### config.mk
export PLATFORM = sky130hd
export DESIGN_NAME = nic_csr_unit
export DESIGN_NICKNAME = d
export VERILOG_FILES = /design/src/rtl/nic_csr_pkg.sv /design/src/rtl/csr_event_bank.sv /design/src/rtl/csr_cmd_slot.sv /design/src/rtl/nic_csr_unit.sv
export SDC_FILE = /design/constraint.sdc
export NUM_CORES = 1
export LEC_CHECK = 0
export CAP_MARGIN = 10
export CORE_AREA = 10 10 138 140
export DETAILED_ROUTE_END_ITERATION = 10
export DIE_AREA = 0 0 148 150
export PLACE_DENSITY = 0.62
export SYNTH_ARGS = -nofsm -noshare
export SYNTH_HDL_FRONTEND = slang
export SYNTH_HIERARCHICAL = 1
export SYNTH_SLANG_ARGS = --single-unit
### constraint.sdc
create_clock -name clk -period 2.9 [get_ports clk]
set_input_delay 0.29 -clock clk [delete_from_list [all_inputs] [get_ports clk]]
set_output_delay 0.29 -clock clk [all_outputs]
set_load 0.01 [all_outputs]
### src/rtl/nic_csr_pkg.sv
package nic_csr_pkg;
  localparam int EV_W = 8;            // status bits 15:8
  localparam logic [EV_W-1:0] ACK_MASK = 8'hFD;
  // event positions inside the event byte
  localparam int EV_CMD_DONE = 7;
  localparam int EV_FRAME    = 6;
  localparam int EV_CU_LEFT  = 5;
  localparam int EV_RU_LEFT  = 4;
  localparam int EV_MGMT     = 3;
  localparam int EV_SOFT     = 2;
  localparam int EV_PAUSE    = 0;
  // legal code sets, one bit per code value
  localparam logic [15:0] CU_LEGAL = 16'h00F6;
  localparam logic [7:0]  RU_LEGAL = 8'hD6;
  typedef enum logic [1:0] {
    REG_STATUS = 2'd0,
    REG_CMD    = 2'd1,
    REG_PTR    = 2'd2
  } reg_sel_e;
endpackage

### src/rtl/csr_event_bank.sv
module csr_event_bank
  import nic_csr_pkg::*;
#(
  parameter int W = EV_W,
  parameter logic [W-1:0] MASK = ACK_MASK
) (
  input  logic         clk,
  input  logic         rst,
  input  logic [W-1:0] set_i,
  input  logic         ack_we,
  input  logic [W-1:0] ack_i,
  input  logic         irq_mask_d,
  output logic [W-1:0] ev_o,
  output logic         irq_o
);
  logic [W-1:0] ev_q, ev_d, clr, setm;

  always_comb begin
    setm = set_i & MASK;
    clr  = ack_we ? (ack_i & MASK) : '0;
    ev_d = (ev_q & ~clr) | setm;   // set applied last: set wins
  end

  always_ff @(posedge clk) begin
    if (rst) begin
      ev_q  <= '0;
      irq_o <= 1'b0;
    end else begin
      ev_q  <= ev_d;
      irq_o <= (|ev_d) & ~irq_mask_d;
    end
  end

  assign ev_o = ev_q;

  // a set in the same cycle as its acknowledge survives
  p_set_wins_r4: assert property (@(posedge clk) disable iff (rst)
    ((set_i & MASK) != '0) |=> ((ev_o & $past(set_i & MASK)) == $past(set_i & MASK)));

  // acknowledged bits without a concurrent set are cleared
  p_ack_clears_r3: assert property (@(posedge clk) disable iff (rst)
    ack_we |=> ((ev_o & $past(ack_i & MASK & ~set_i)) == '0));

  // bits outside the mask never become set
  p_reserved_zero_r2: assert property (@(posedge clk) disable iff (rst)
    1'b1 |=> ((ev_o & ~MASK) == '0));
endmodule

### src/rtl/csr_cmd_slot.sv
module csr_cmd_slot #(
  parameter int CODE_W = 4,
  parameter int PTR_W  = 32,
  parameter logic [(1<<CODE_W)-1:0] LEGAL = '0
) (
  input  logic              clk,
  input  logic              rst,
  input  logic              host_we,
  input  logic [CODE_W-1:0] host_code,
  input  logic [PTR_W-1:0]  host_ptr,
  output logic              eng_valid,
  input  logic              eng_ready,
  output logic [CODE_W-1:0] eng_code,
  output logic [PTR_W-1:0]  eng_ptr
);
  logic [CODE_W-1:0] code_q;
  logic [PTR_W-1:0]  ptr_q;
  logic pend, take, legal;

  assign pend  = (code_q != '0);
  assign legal = LEGAL[host_code];
  assign take  = host_we && !pend && (host_code != '0) && legal;

  always_ff @(posedge clk) begin
    if (rst) begin
      code_q <= '0;
      ptr_q  <= '0;
    end else if (take) begin
      code_q <= host_code;
      ptr_q  <= host_ptr;
    end else if (pend && eng_ready) begin
      code_q <= '0;
    end
  end

  assign eng_valid = pend;
  assign eng_code  = code_q;
  assign eng_ptr   = ptr_q;

  // an offered command is held stable until accepted
  p_hold_until_ready_r7: assert property (@(posedge clk) disable iff (rst)
    (eng_valid && !eng_ready) |=> (eng_valid && $stable(eng_code) && $stable(eng_ptr)));

  // acceptance clears the field
  p_accept_clears_r8: assert property (@(posedge clk) disable iff (rst)
    (eng_valid && eng_ready) |=> !eng_valid);

  // a write while pending cannot replace the held code
  p_no_overwrite_r10: assert property (@(posedge clk) disable iff (rst)
    (eng_valid && !eng_ready && host_we) |=> $stable(eng_code));

  // pointer only changes when a new command is taken
  p_ptr_stable_r11: assert property (@(posedge clk) disable iff (rst)
    eng_valid |=> $stable(eng_ptr));
endmodule

### src/rtl/nic_csr_unit.sv
module nic_csr_unit
  import nic_csr_pkg::*;
#(
  parameter int PTR_W = 32
) (
  input  logic             clk,
  input  logic             rst,
  input  logic             wr_en,
  input  logic [1:0]       wr_addr,
  input  logic [PTR_W-1:0] wr_data,
  input  logic [1:0]       rd_addr,
  output logic [PTR_W-1:0] rd_data,
  input  logic             ev_cmd_done,
  input  logic             ev_frame_rx,
  input  logic             ev_cu_left_active,
  input  logic             ev_ru_left_ready,
  input  logic             ev_mgmt_done,
  input  logic             ev_fc_pause,
  input  logic [1:0]       cu_state_i,
  input  logic [3:0]       ru_state_i,
  output logic             cu_valid,
  input  logic             cu_ready,
  output logic [3:0]       cu_code,
  output logic [PTR_W-1:0] cu_ptr,
  output logic             ru_valid,
  input  logic             ru_ready,
  output logic [2:0]       ru_code,
  output logic [PTR_W-1:0] ru_ptr,
  output logic             irq
);
  localparam int WORD_W = 16;

  logic wr_stat, wr_cmd, wr_ptr;
  logic mask_q, mask_d;
  logic [PTR_W-1:0] ptr_q;
  logic [EV_W-1:0]  ev_set, ev_q;
  logic [WORD_W-1:0] stat_word, cmd_word;

  assign wr_stat = wr_en && (wr_addr == REG_STATUS);
  assign wr_cmd  = wr_en && (wr_addr == REG_CMD);
  assign wr_ptr  = wr_en && (wr_addr == REG_PTR);

  assign mask_d = wr_cmd ? wr_data[8] : mask_q;

  always_ff @(posedge clk) begin
    if (rst) begin
      mask_q <= 1'b1;
      ptr_q  <= '0;
    end else begin
      mask_q <= mask_d;
      if (wr_ptr) ptr_q <= wr_data;
    end
  end

  always_comb begin
    ev_set              = '0;
    ev_set[EV_CMD_DONE] = ev_cmd_done;
    ev_set[EV_FRAME]    = ev_frame_rx;
    ev_set[EV_CU_LEFT]  = ev_cu_left_active;
    ev_set[EV_RU_LEFT]  = ev_ru_left_ready;
    ev_set[EV_MGMT]     = ev_mgmt_done;
    ev_set[EV_SOFT]     = wr_cmd && wr_data[9];
    ev_set[EV_PAUSE]    = ev_fc_pause;
  end

  csr_event_bank #(.W(EV_W), .MASK(ACK_MASK)) u_events (
    .clk(clk), .rst(rst),
    .set_i(ev_set),
    .ack_we(wr_stat),
    .ack_i(wr_data[15:8]),
    .irq_mask_d(mask_d),
    .ev_o(ev_q),
    .irq_o(irq)
  );

  csr_cmd_slot #(.CODE_W(4), .PTR_W(PTR_W), .LEGAL(CU_LEGAL)) u_cu_slot (
    .clk(clk), .rst(rst),
    .host_we(wr_cmd), .host_code(wr_data[7:4]), .host_ptr(ptr_q),
    .eng_valid(cu_valid), .eng_ready(cu_ready),
    .eng_code(cu_code), .eng_ptr(cu_ptr)
  );

  csr_cmd_slot #(.CODE_W(3), .PTR_W(PTR_W), .LEGAL(RU_LEGAL)) u_ru_slot (
    .clk(clk), .rst(rst),
    .host_we(wr_cmd), .host_code(wr_data[2:0]), .host_ptr(ptr_q),
    .eng_valid(ru_valid), .eng_ready(ru_ready),
    .eng_code(ru_code), .eng_ptr(ru_ptr)
  );

  assign stat_word = {ev_q, cu_state_i, ru_state_i, 2'b00};
  assign cmd_word  = {6'b0, 1'b0, mask_q, cu_code, 1'b0, ru_code};

  always_ff @(posedge clk) begin
    if (rst) begin
      rd_data <= '0;
    end else begin
      case (rd_addr)
        REG_STATUS: rd_data <= PTR_W'(stat_word);
        REG_CMD:    rd_data <= PTR_W'(cmd_word);
        REG_PTR:    rd_data <= ptr_q;
        default:    rd_data <= '0;
      endcase
    end
  end

  // a set mask keeps the interrupt low
  p_mask_gates_r6: assert property (@(posedge clk) disable iff (rst)
    mask_q |-> !irq);

  // software interrupt request raises status bit 10
  p_soft_event_r5: assert property (@(posedge clk) disable iff (rst)
    (wr_cmd && wr_data[9]) |=> ev_q[EV_SOFT]);

  // no command is offered straight out of reset
  p_reset_idle_r1: assert property (@(posedge clk)
    $past(rst) |-> (!cu_valid && !ru_valid && !irq));
endmodule

==> summary.md, run 1 <==
| Metric | Value |
|---|---|
| Clock root cell | `clkbuf_16` |
| Initial DRT Pass Iterations | `4` |
| Mapped Cells | `around 600` |
| Family with the most delay on the worst path | `simple AND/OR/NAND/NOR gates` |
| Cell row count | `between 40 and 50` |
| Vias in the first global route | `about 4,600` |
| Core Region | `around 16,000 um2` |
| Post-cts resize count | `0` |
| Placed inst area | `approximately 7300 um2` |
| Largest net degree at the start of global routing | `between 50 and 60` |
| Maximum capacitance violations | `0` |
| Crit path max-delay cell type | `or4_4` |
| Setup Skew | `0.00740 ns` |
| Sink Count | `around 140` |
| Post-CTS Hold Fix Bufs | `0` |
| Rel. slew slack | `between 40 and 50%` |
| First-pass GRT wire length | `about 26 mm` |
| Post-Synthesis Mean Instance Area | `approximately 9.3 um2` |
| Die area | `between 20,000 and 25,000 um2` |
| Post-DP HPWL | `12.0 mm` |
| Fin crit share | `around 74%` |
| Data arrival time of the worst path | `around 1.8 ns` |
| Final Hold Fails | `0` |
| Port buffer count | `~160` |
| Total wire length | `approximately 17 mm` |
| Measured slew at the worst slew-check pin | `around 0.77 ns` |
| All-Layer GR Usage | `approximately 15%` |
| Critical Path RT | `2.61 ns` |
| Setup violators final | `0` |
| Routability cong. | `between 0.8 and 0.9` |
| CP Cell Sequence | `or4_4, clkdlybuf4s50_1` |
| Reg clk slew, reported paths | `0.06 ns` |
| DRT antenna net count | `0` |
| 1st-iter DRT viols | `~250` |
| Routed length per placed instance | `between 15 and 20 um` |
| Drt drc | `0` |
| Synthesized area | `approximately 5600 um2` |
| CTS tree | `yes` |
| Highest clock rate | `0.469 GHz` |
| Delay of the slowest critical-path stage | `just under 0.6 ns` |
| PD cells | `588 nW/um2` |
| Max Fanout on Critical Path | `4` |
| H-tree depth | `4` |
| Maximum vdd ir drop | `between 0.0003 and 0.0004 V` |
| Grt ovf | `0` |
| Fin nets | `between 800 and 900` |
| Post-CTS setup repair buffer count | `0` |
| Critical setup path kind | `reg -> out` |
| Clk buf depth | `2` |
| Initial Util | `approximately 34%` |
| Die width | `about 150 um` |
| Final min period | `2.13 ns` |
| Antenna diodes | `0` |
| Die H | `roughly 150 um` |
| Kind of end point of the critical path | `output pin` |
| TritonCTS Buffers | `17` |
| IO Pins | `around 160` |
| Hold Path Class | `in -> reg` |
| Worst setup SP type | `flip-flop` |
| Yosys warns | `6` |
| Outcome | `finished, final reports clean` |
| Share of layout cells above drive strength 1 | `between 8 and 9%` |
| Initial antenna violation count | `0` |
| DR vias/cell | `about 4.7` |
| CP Buf/Inv Count | `1` |
| DR vias | `~4,600` |
| Pleak | `between 2 and 3 nW` |
| Setup TNS | `0 ns` |
| RSZ-0062 raised after global routing | `false` |
| Synth-to-Final Area Change | `40.8%` |
| Finished Cell Area | `roughly 7900 um2` |
| Worst-Skew Late Latency | `approximately 0.43 ns` |
| Slew Limit Fails | `0` |
| Syn Nets | `660` |
[report_power, final]
| group | leakage (nW) | internal, mW | total, mW | switching [mW] |
|---|---|---|---|---|
| Sequential | 1.17 | 2.01 | 2.04 | 0.0269 |
| Clock | 0.295 | 1.39 | 2.29 | 0.899 |
| Combinational | 1.29 | 0.153 | 0.316 | 0.162 |
[registers in the layout, summed over array words and instances, names as in the netlist]
name	cells
mask_q	1
ptr_q	32
rd_data	32
u_cu_slot/eng_code	4
u_cu_slot/eng_ptr	32
u_events/ev_o	7
u_events/irq_o	1
u_ru_slot/eng_code	3
u_ru_slot/eng_ptr	32
[layout make-up]
cell class | instances | area (um2)
flip-flops and latches | 144 | 2880
repair buffers | 170 | 1690
well taps | 220 | 275
fillers | 1540 | 8450
clock buffers | 18 | 439
inverters | 10 | 37.5
multi-input cells | 409 | 2390
clock inverters | 14 | 181
[layer usage]
metal	GRT usage (%)	vias to the layer above	wire (um)
li1	-	2276	-
met1	17.4	2196	7260
met2	24.9	144	8050
met3	4.95	17	1100
met4	6.05	0	262
met5	0	-	0
[through the flow]
| stage | hold slack [ns] | total power, mW | util, % | setup slack, ns | std cells |
|---|---|---|---|---|---|
| 2_1_floorplan | 0.365 | 2.25 | - | 0.868 | 604 |
| 3_3_place_gp | 0.442 | 2.40 | 44.5 | 0.533 | 953 |
| 3_5_place_dp | 0.451 | 2.40 | 44.5 | 0.413 | 953 |
| 4_1_cts | 0.373 | 4.68 | 48.3 | 0.742 | 985 |
| 5_1_grt | 0.387 | 4.81 | 48.3 | 0.727 | 985 |
| 6_report | 0.371 | 4.65 | 48.3 | 0.766 | 985 |
[placed cells by master (no fill, tap or decap), types with 2 or more instances in the layout]
cell type and count:
nand2_1 196, clkdlybuf4s50_1 157, dfxtp_1 144, mux2i_1 72, a21oi_1 36, nor2_1 20, and2_1 17, clkbuf_16 17
a211oi_1 12, buf_4 10, nor3b_1 9, inv_1 7, nor2b_1 7, nand2b_1 6, inv_6 3, bufinv_16 3
clkinv_4 3, clkinvlp_4 3, a31o_1 3, ha_1 3, a21boi_1 3, a2111oi_1 3, a31o_2 3, nand3b_1 2
nor2b_4 2, or2_2 2, a22oi_1 2, inv_2 2, buf_12 2
[worst reg2reg max path, delay by kind of cell (launching register included)]
| family | cells | cell delay (ns) |
|---|---|---|
| buffers and inverters | 1 | 0.28 |
| DFF | 1 | 0.33 |
| and+or+nand+nor | 1 | 0.58 |
| AOI/OAI and AO/OA | 1 | 0.42 |
| muxes | 1 | 0.27 |
[path summary, 6_finish.rpt]
path                         startpoint               endpoint  slack (ns)  depth (start not counted)
setup / recovery  u_cu_slot/eng_code[3]               cu_valid        0.77                          2
hold / removal                      rst            rd_data[29]        0.37                          3
setup reg to reg  u_cu_slot/eng_code[3]  u_cu_slot/eng_ptr[15]        0.95                          4
hold reg to reg   u_cu_slot/eng_ptr[16]  u_cu_slot/eng_ptr[16]        0.46                          2
(Power assumes the default switching activity.)
==> run 2, diff against run 1 <==
clock period = 2.09 ns   (was 2.9 ns; I/O delays follow)
==> run 2 against run 1 <==
Net effect:
- sequential cell count unchanged
- final area increased by 0.89%
- clock skew decreased by 0.00099 ns
- die area is the same
- register-to-register slack got worse by 0.79 ns
- combinational power is 44% higher
- core utilization grew 0.43 points
- power rose by 35%
- clock-buffer cell count down 1
- cell count rose by 1.0%
- highest routed layer unchanged
==> summary.md, run 2 (synthesis gave the netlist of run 1 again) <==
| Metric | Value |
|---|---|
| CP Cell Sequence | `or4_4, a2111oi_4, buf_12, mux2i_1` |
| Setup TNS | `0 ns` |
| Largest net degree at the start of global routing | `40` |
| IO Pins | `about 160` |
| Post-DP HPWL | `roughly 12 mm` |
| Min Hold Slack | `about 0.10 ns` |
| 1st-iter DRT viols | `around 190` |
| Data arrival time of the worst path | `approximately 2.3 ns` |
| TritonCTS Buffers | `17` |
| H-tree depth | `4` |
| Setup violators final | `0` |
| RSZ-0062 raised after global routing | `false` |
| Rel. slew slack | `between 60% and 70%` |
| Maximum vdd ir drop | `approximately 0.00052 V` |
| Commonest cells after routing, fill and taps aside | `nand2_1, clkdlybuf4s50_1, dfxtp_1` |
| Hold Path Class | `in -> reg` |
| Finished Cell Area | `7970 um2` |
| Core Region | `16,300 um2` |
| Antenna diodes | `0` |
| Post-route worst setup slack | `roughly 0.16 ns` |
| CTS tree | `yes` |
| Fin nets | `between 800 and 900` |
| Setup Skew | `0.00641 ns` |
| Placed inst area | `about 7400 um2` |
| Crit path max-delay cell type | `or4_4` |
| Clk buf depth | `2` |
| Die area | `approximately 22,000 um2` |
| PD cells | `between 700 and 800 nW/um2` |
| Final cell count without fillers | `995` |
| DRT antenna net count | `0` |
| Critical Path RT | `~2.4 ns` |
| Post-CTS setup repair buffer count | `0` |
| Die width | `between 100 and 150 um` |
| Worst setup SP type | `flip-flop` |
| Initial Util | `between 30% and 40%` |
| Dpl cells | `around 960` |
| Initial antenna violation count | `0` |
| Total Power | `around 6.3 mW` |
| Fin crit share | `92.3%` |
| All-Layer GR Usage | `between 10% and 20%` |
| Final min period | `a little under 2 ns` |
| Vias in the first global route | `about 4,700` |
| Final Hold Fails | `0` |
| Routed length per placed instance | `16.6 um` |
| Initial DRT Pass Iterations | `4` |
| First-pass GRT wire length | `~26 mm` |
| Pleak | `between 2 and 3 nW` |
| Slew Limit Fails | `0` |
| Total wire length | `16.5 mm` |
| Outcome | `finished, final reports clean` |
| Port buffer count | `158` |
| Most common cell after layout, fill and taps aside | `nand2_1` |
| Synth-to-Final Area Change | `42.1%` |
| DR vias | `roughly 4,600` |
| Critical setup path kind | `reg -> reg` |
| Grt ovf | `0` |
| Post-CTS Hold Fix Bufs | `0` |
| DR vias/cell | `roughly 4.6` |
| Maximum capacitance violations | `0` |
| Share of layout cells above drive strength 1 | `9.29%` |
| Measured slew at the worst slew-check pin | `between 0.5 and 0.6 ns` |
| Delay of the slowest critical-path stage | `approximately 0.58 ns` |
| Routability cong. | `~0.82` |
| Max Fanout on Critical Path | `35` |
| Layout fillers | `1,550` |
| Layout Utilization | `a little under 50%` |
| Reg clk slew, reported paths | `~0.060 ns` |
| Clock root cell | `clkbuf_16` |
| Kind of end point of the critical path | `flip-flop` |
| DP Worst Slack | `-0.0429 ns` |
| Sink Count | `approximately 140` |
| Drt drc | `0` |
| Worst-Skew Late Latency | `about 0.42 ns` |
| Cell row count | `47` |
| Highest clock rate | `0.518 GHz` |
| Die H | `roughly 150 um` |
[run 2: cell types whose count changed in the layout (fill, tap and decap cells not counted), sizes merged]
cell and delta:
clkdlybuf4s50 -1, buf +10, dlymetal6s2s +1, bufinv -1, clkbuf -1, inv -1
clkinvlp +3
[run 2: area by class of cell]
cell class,count,area [um2],share of cell area (%)
timing repair buffer,180,1790,22.5
clock inverter,15,163,2.04
inverter,10,37.5,0.471
multi-input combinational,409,2390,30.0
tap,220,275,3.45
sequential,144,2880,36.2
clock buffer,17,425,5.34
[run 2: worst max-delay path, delay by kind of cell, from the launching register on]
kind | cells | cell delay (ns)
and+or+nand+nor | 1 | 0.58
AOI/OAI and AO/OA | 1 | 0.39
DFF | 1 | 0.33
buffers and inverters | 1 | 0.30
muxes | 1 | 0.24
[run 2: metal layers]
layer  share of wire (%)  track usage [%]
met5                   0                0
met4                 1.5             5.65
met3                 6.2             4.38
met2                  48             24.8
met1                  44             17.1
[run 2: repair_timing]
action | 4_1_cts | 5_1_grt
setup endpoints to repair | 0 | 1
gates resized for setup | 0 | 1
hold endpoints to repair | 0 | 0
[run 2: power by group]
part	leakage [nW]	internal, mW	switching [mW]
combinational	1.36	0.228	0.227
sequential	1.17	2.79	0.0363
clock	0.268	1.77	1.23
[run 2: worst paths after layout]
kind	from	endpoint	slack, ns	cells after the start
worst max-delay path	u_cu_slot/eng_code[3]	u_cu_slot/eng_ptr[31]	0.16	4
worst min register to register	u_cu_slot/eng_ptr[10]	u_cu_slot/eng_ptr[10]	0.46	2
worst min-delay path	rst	ptr_q[0]	0.10	2
worst max register to register	u_cu_slot/eng_code[3]	u_cu_slot/eng_ptr[31]	0.16	4
==> run 3, diff against run 2 <==
--- a/config.mk
+++ b/config.mk
@@ -9,2 +9,3 @@
 export CORE_AREA = 10 10 138 140
+export CTS_BUF_LIST = sky130_fd_sc_hd__clkbuf_8 sky130_fd_sc_hd__clkbuf_16
 export DETAILED_ROUTE_END_ITERATION = 10
--- a/constraint.sdc
+++ b/constraint.sdc
@@ -3,2 +3,2 @@
 set_output_delay 0.209 -clock clk [all_outputs]
-set_load 0.01 [all_outputs]
+set_load 0.1 [all_outputs]
==> run 3 against run 2 <==
Net effect:
- maximum frequency is 4.1% higher
- sequential share of layout area is 0.88 points higher
- largest cell class unchanged
- clock power is 18% higher
- die area stayed put
- power is 11% higher
- largest power group unchanged
- via count is 0.69% higher
- hold slack better by 0.088 ns
- global-route usage is 0.28 points higher
- critical path depth stayed put
- highest routed layer unchanged
- sequential cell count stayed put
==> summary.md, run 3 (synthesis gave the netlist of run 1 again) <==
| Metric | Value |
|---|---|
| Most common cell after layout, fill and taps aside | `nand2_1` |
| First-pass GRT wire length | `26.1 mm` |
| Share of layout cells above drive strength 1 | `23.4%` |
| Placed inst area | `approximately 7100 um2` |
| Sink Count | `144` |
| CP Cell Sequence | `or4_4, a2111oi_4, buf_4, mux2i_1` |
| Largest net degree at the start of global routing | `45` |
| Port buffer count | `roughly 160` |
| Slew Limit Fails | `0` |
| Core Region | `approximately 16,000 um2` |
| Post-CTS Hold Fix Bufs | `0` |
| Maximum capacitance violations | `0` |
| Max Fanout on Critical Path | `18` |
| DP Worst Slack | `-0.155 ns` |
| Clk buf depth | `2` |
| Critical setup path kind | `reg -> reg` |
| CTS tree | `yes` |
| Worst setup SP type | `flip-flop` |
| Initial DRT Pass Iterations | `4` |
| Post-route worst setup slack | `between 0.2 and 0.25 ns` |
| PD cells | `about 890 nW/um2` |
| Critical Path RT | `between 2 and 2.5 ns` |
| Fin crit share | `between 80 and 90%` |
| Clock root cell | `clkbuf_16` |
| DR vias | `approximately 4,600` |
| Synth-to-Final Area Change | `39.3%` |
| Die width | `between 100 and 150 um` |
| DR vias/cell | `roughly 4.7` |
| Min Hold Slack | `between 0.15 and 0.2 ns` |
| Kind of end point of the critical path | `flip-flop` |
| Final min period | `about 1.9 ns` |
| Post-CTS setup repair buffer count | `0` |
| Setup Skew | `0.0148 ns` |
| Maximum vdd ir drop | `0.000565 V` |
| Die H | `about 150 um` |
| Highest clock rate | `around 0.54 GHz` |
| Delay of the slowest critical-path stage | `around 0.57 ns` |
| Hold Path Class | `in -> reg` |
| Grt ovf | `0` |
| 1st-iter DRT viols | `between 200 and 250` |
| Finished Cell Area | `around 7800 um2` |
| TritonCTS Buffers | `17` |
| Setup violators final | `0` |
| Routability cong. | `between 0.8 and 0.9` |
| Drt drc | `0` |
| Routed length per placed instance | `~17 um` |
| Crit path max-delay cell type | `or4_4` |
| Data arrival time of the worst path | `between 2 and 2.5 ns` |
| All-Layer GR Usage | `15.0%` |
| Family with the most delay on the worst path | `simple AND/OR/NAND/NOR gates` |
| Cell row count | `47` |
| Initial Util | `approximately a third` |
| Die area | `about 22,000 um2` |
| Layout fillers | `~1,600` |
| Fin nets | `a little over 800` |
| Final Hold Fails | `0` |
| Post-DP HPWL | `12.2 mm` |
| CP Buf/Inv Count | `1` |
| IO Pins | `roughly 160` |
| Vias in the first global route | `about 4,700` |
| Initial antenna violation count | `0` |
| Pleak | `about 3 nW` |
| Reg clk slew, reported paths | `approximately 0.06 ns` |
| DRT antenna net count | `0` |
| Total wire length | `about 17 mm` |
| Commonest cells after routing, fill and taps aside | `nand2_1, dfxtp_1, buf_4` |
| Post-cts resize count | `0` |
| Outcome | `finished, final reports clean` |
| RSZ-0062 raised after global routing | `false` |
| Total Power | `between 6 and 7 mW` |
| Layout Utilization | `about 48%` |
| H-tree depth | `4` |
| Worst-Skew Late Latency | `between 0.4 and 0.5 ns` |
[run 3: changes by cell type in the layout (fill, tap and decap cells not counted), moves of 3 or more]
cell and change:
bufinv_16 +4, clkdlybuf4s50_1 -105, dfxtp_1 -4, dfxtp_4 +3
buf_4 +107, clkinvlp_4 -4, inv_6 -3, clkbuf_8 +5
clkinv_4 -3
[run 3: layer usage]
metal | part of all wire [%] | vias up | routed length (um) | global-route usage, %
met5 | 0 | - | 0 | 0
met4 | 1.5 | 0 | 248 | 5.90
met3 | 7.1 | 13 | 1170 | 4.89
met2 | 47 | 157 | 7780 | 23.9
met1 | 44 | 2182 | 7320 | 18.3
li1 | - | 2291 | - | -
[run 3: through the flow]
stage / TNS, ns / instances
floorplan: -3.98 / 604
global placement: -2.07 / 963
detailed placement: -3.43 / 963
CTS: 0 / 995
global route: 0 / 995
finish: 0 / 996
[run 3: path summary, 6_finish.rpt]
kind | startpoint | end | slack, ns | cells past startpoint
worst max-delay path | u_cu_slot/eng_code[2] | u_cu_slot/eng_ptr[13] | 0.24 | 4
worst min-delay path | rst | ptr_q[18] | 0.19 | 2
worst max register to register | u_cu_slot/eng_code[2] | u_cu_slot/eng_ptr[13] | 0.24 | 4
worst min register to register | u_ru_slot/eng_ptr[19] | u_ru_slot/eng_ptr[19] | 0.46 | 2
[run 3: final cells by class]
class	count	area, um2	area share (%)
timing repair buffer	180	1510	19.4
clock buffer	22	494	6.33
clock inverter	10	204	2.61
antenna	1	2.50	0.0320
tap	220	275	3.52
sequential	144	2900	37.1
inverter	10	37.5	0.480
multi-input combinational	409	2390	30.6
[run 3: power by group]
part / total (mW) / internal (mW) / switching [mW]
combinational: 0.589 / 0.219 / 0.370
sequential: 2.83 / 2.79 / 0.0367
clock: 3.54 / 2.39 / 1.15
total: 6.96 / 5.40 / 1.56
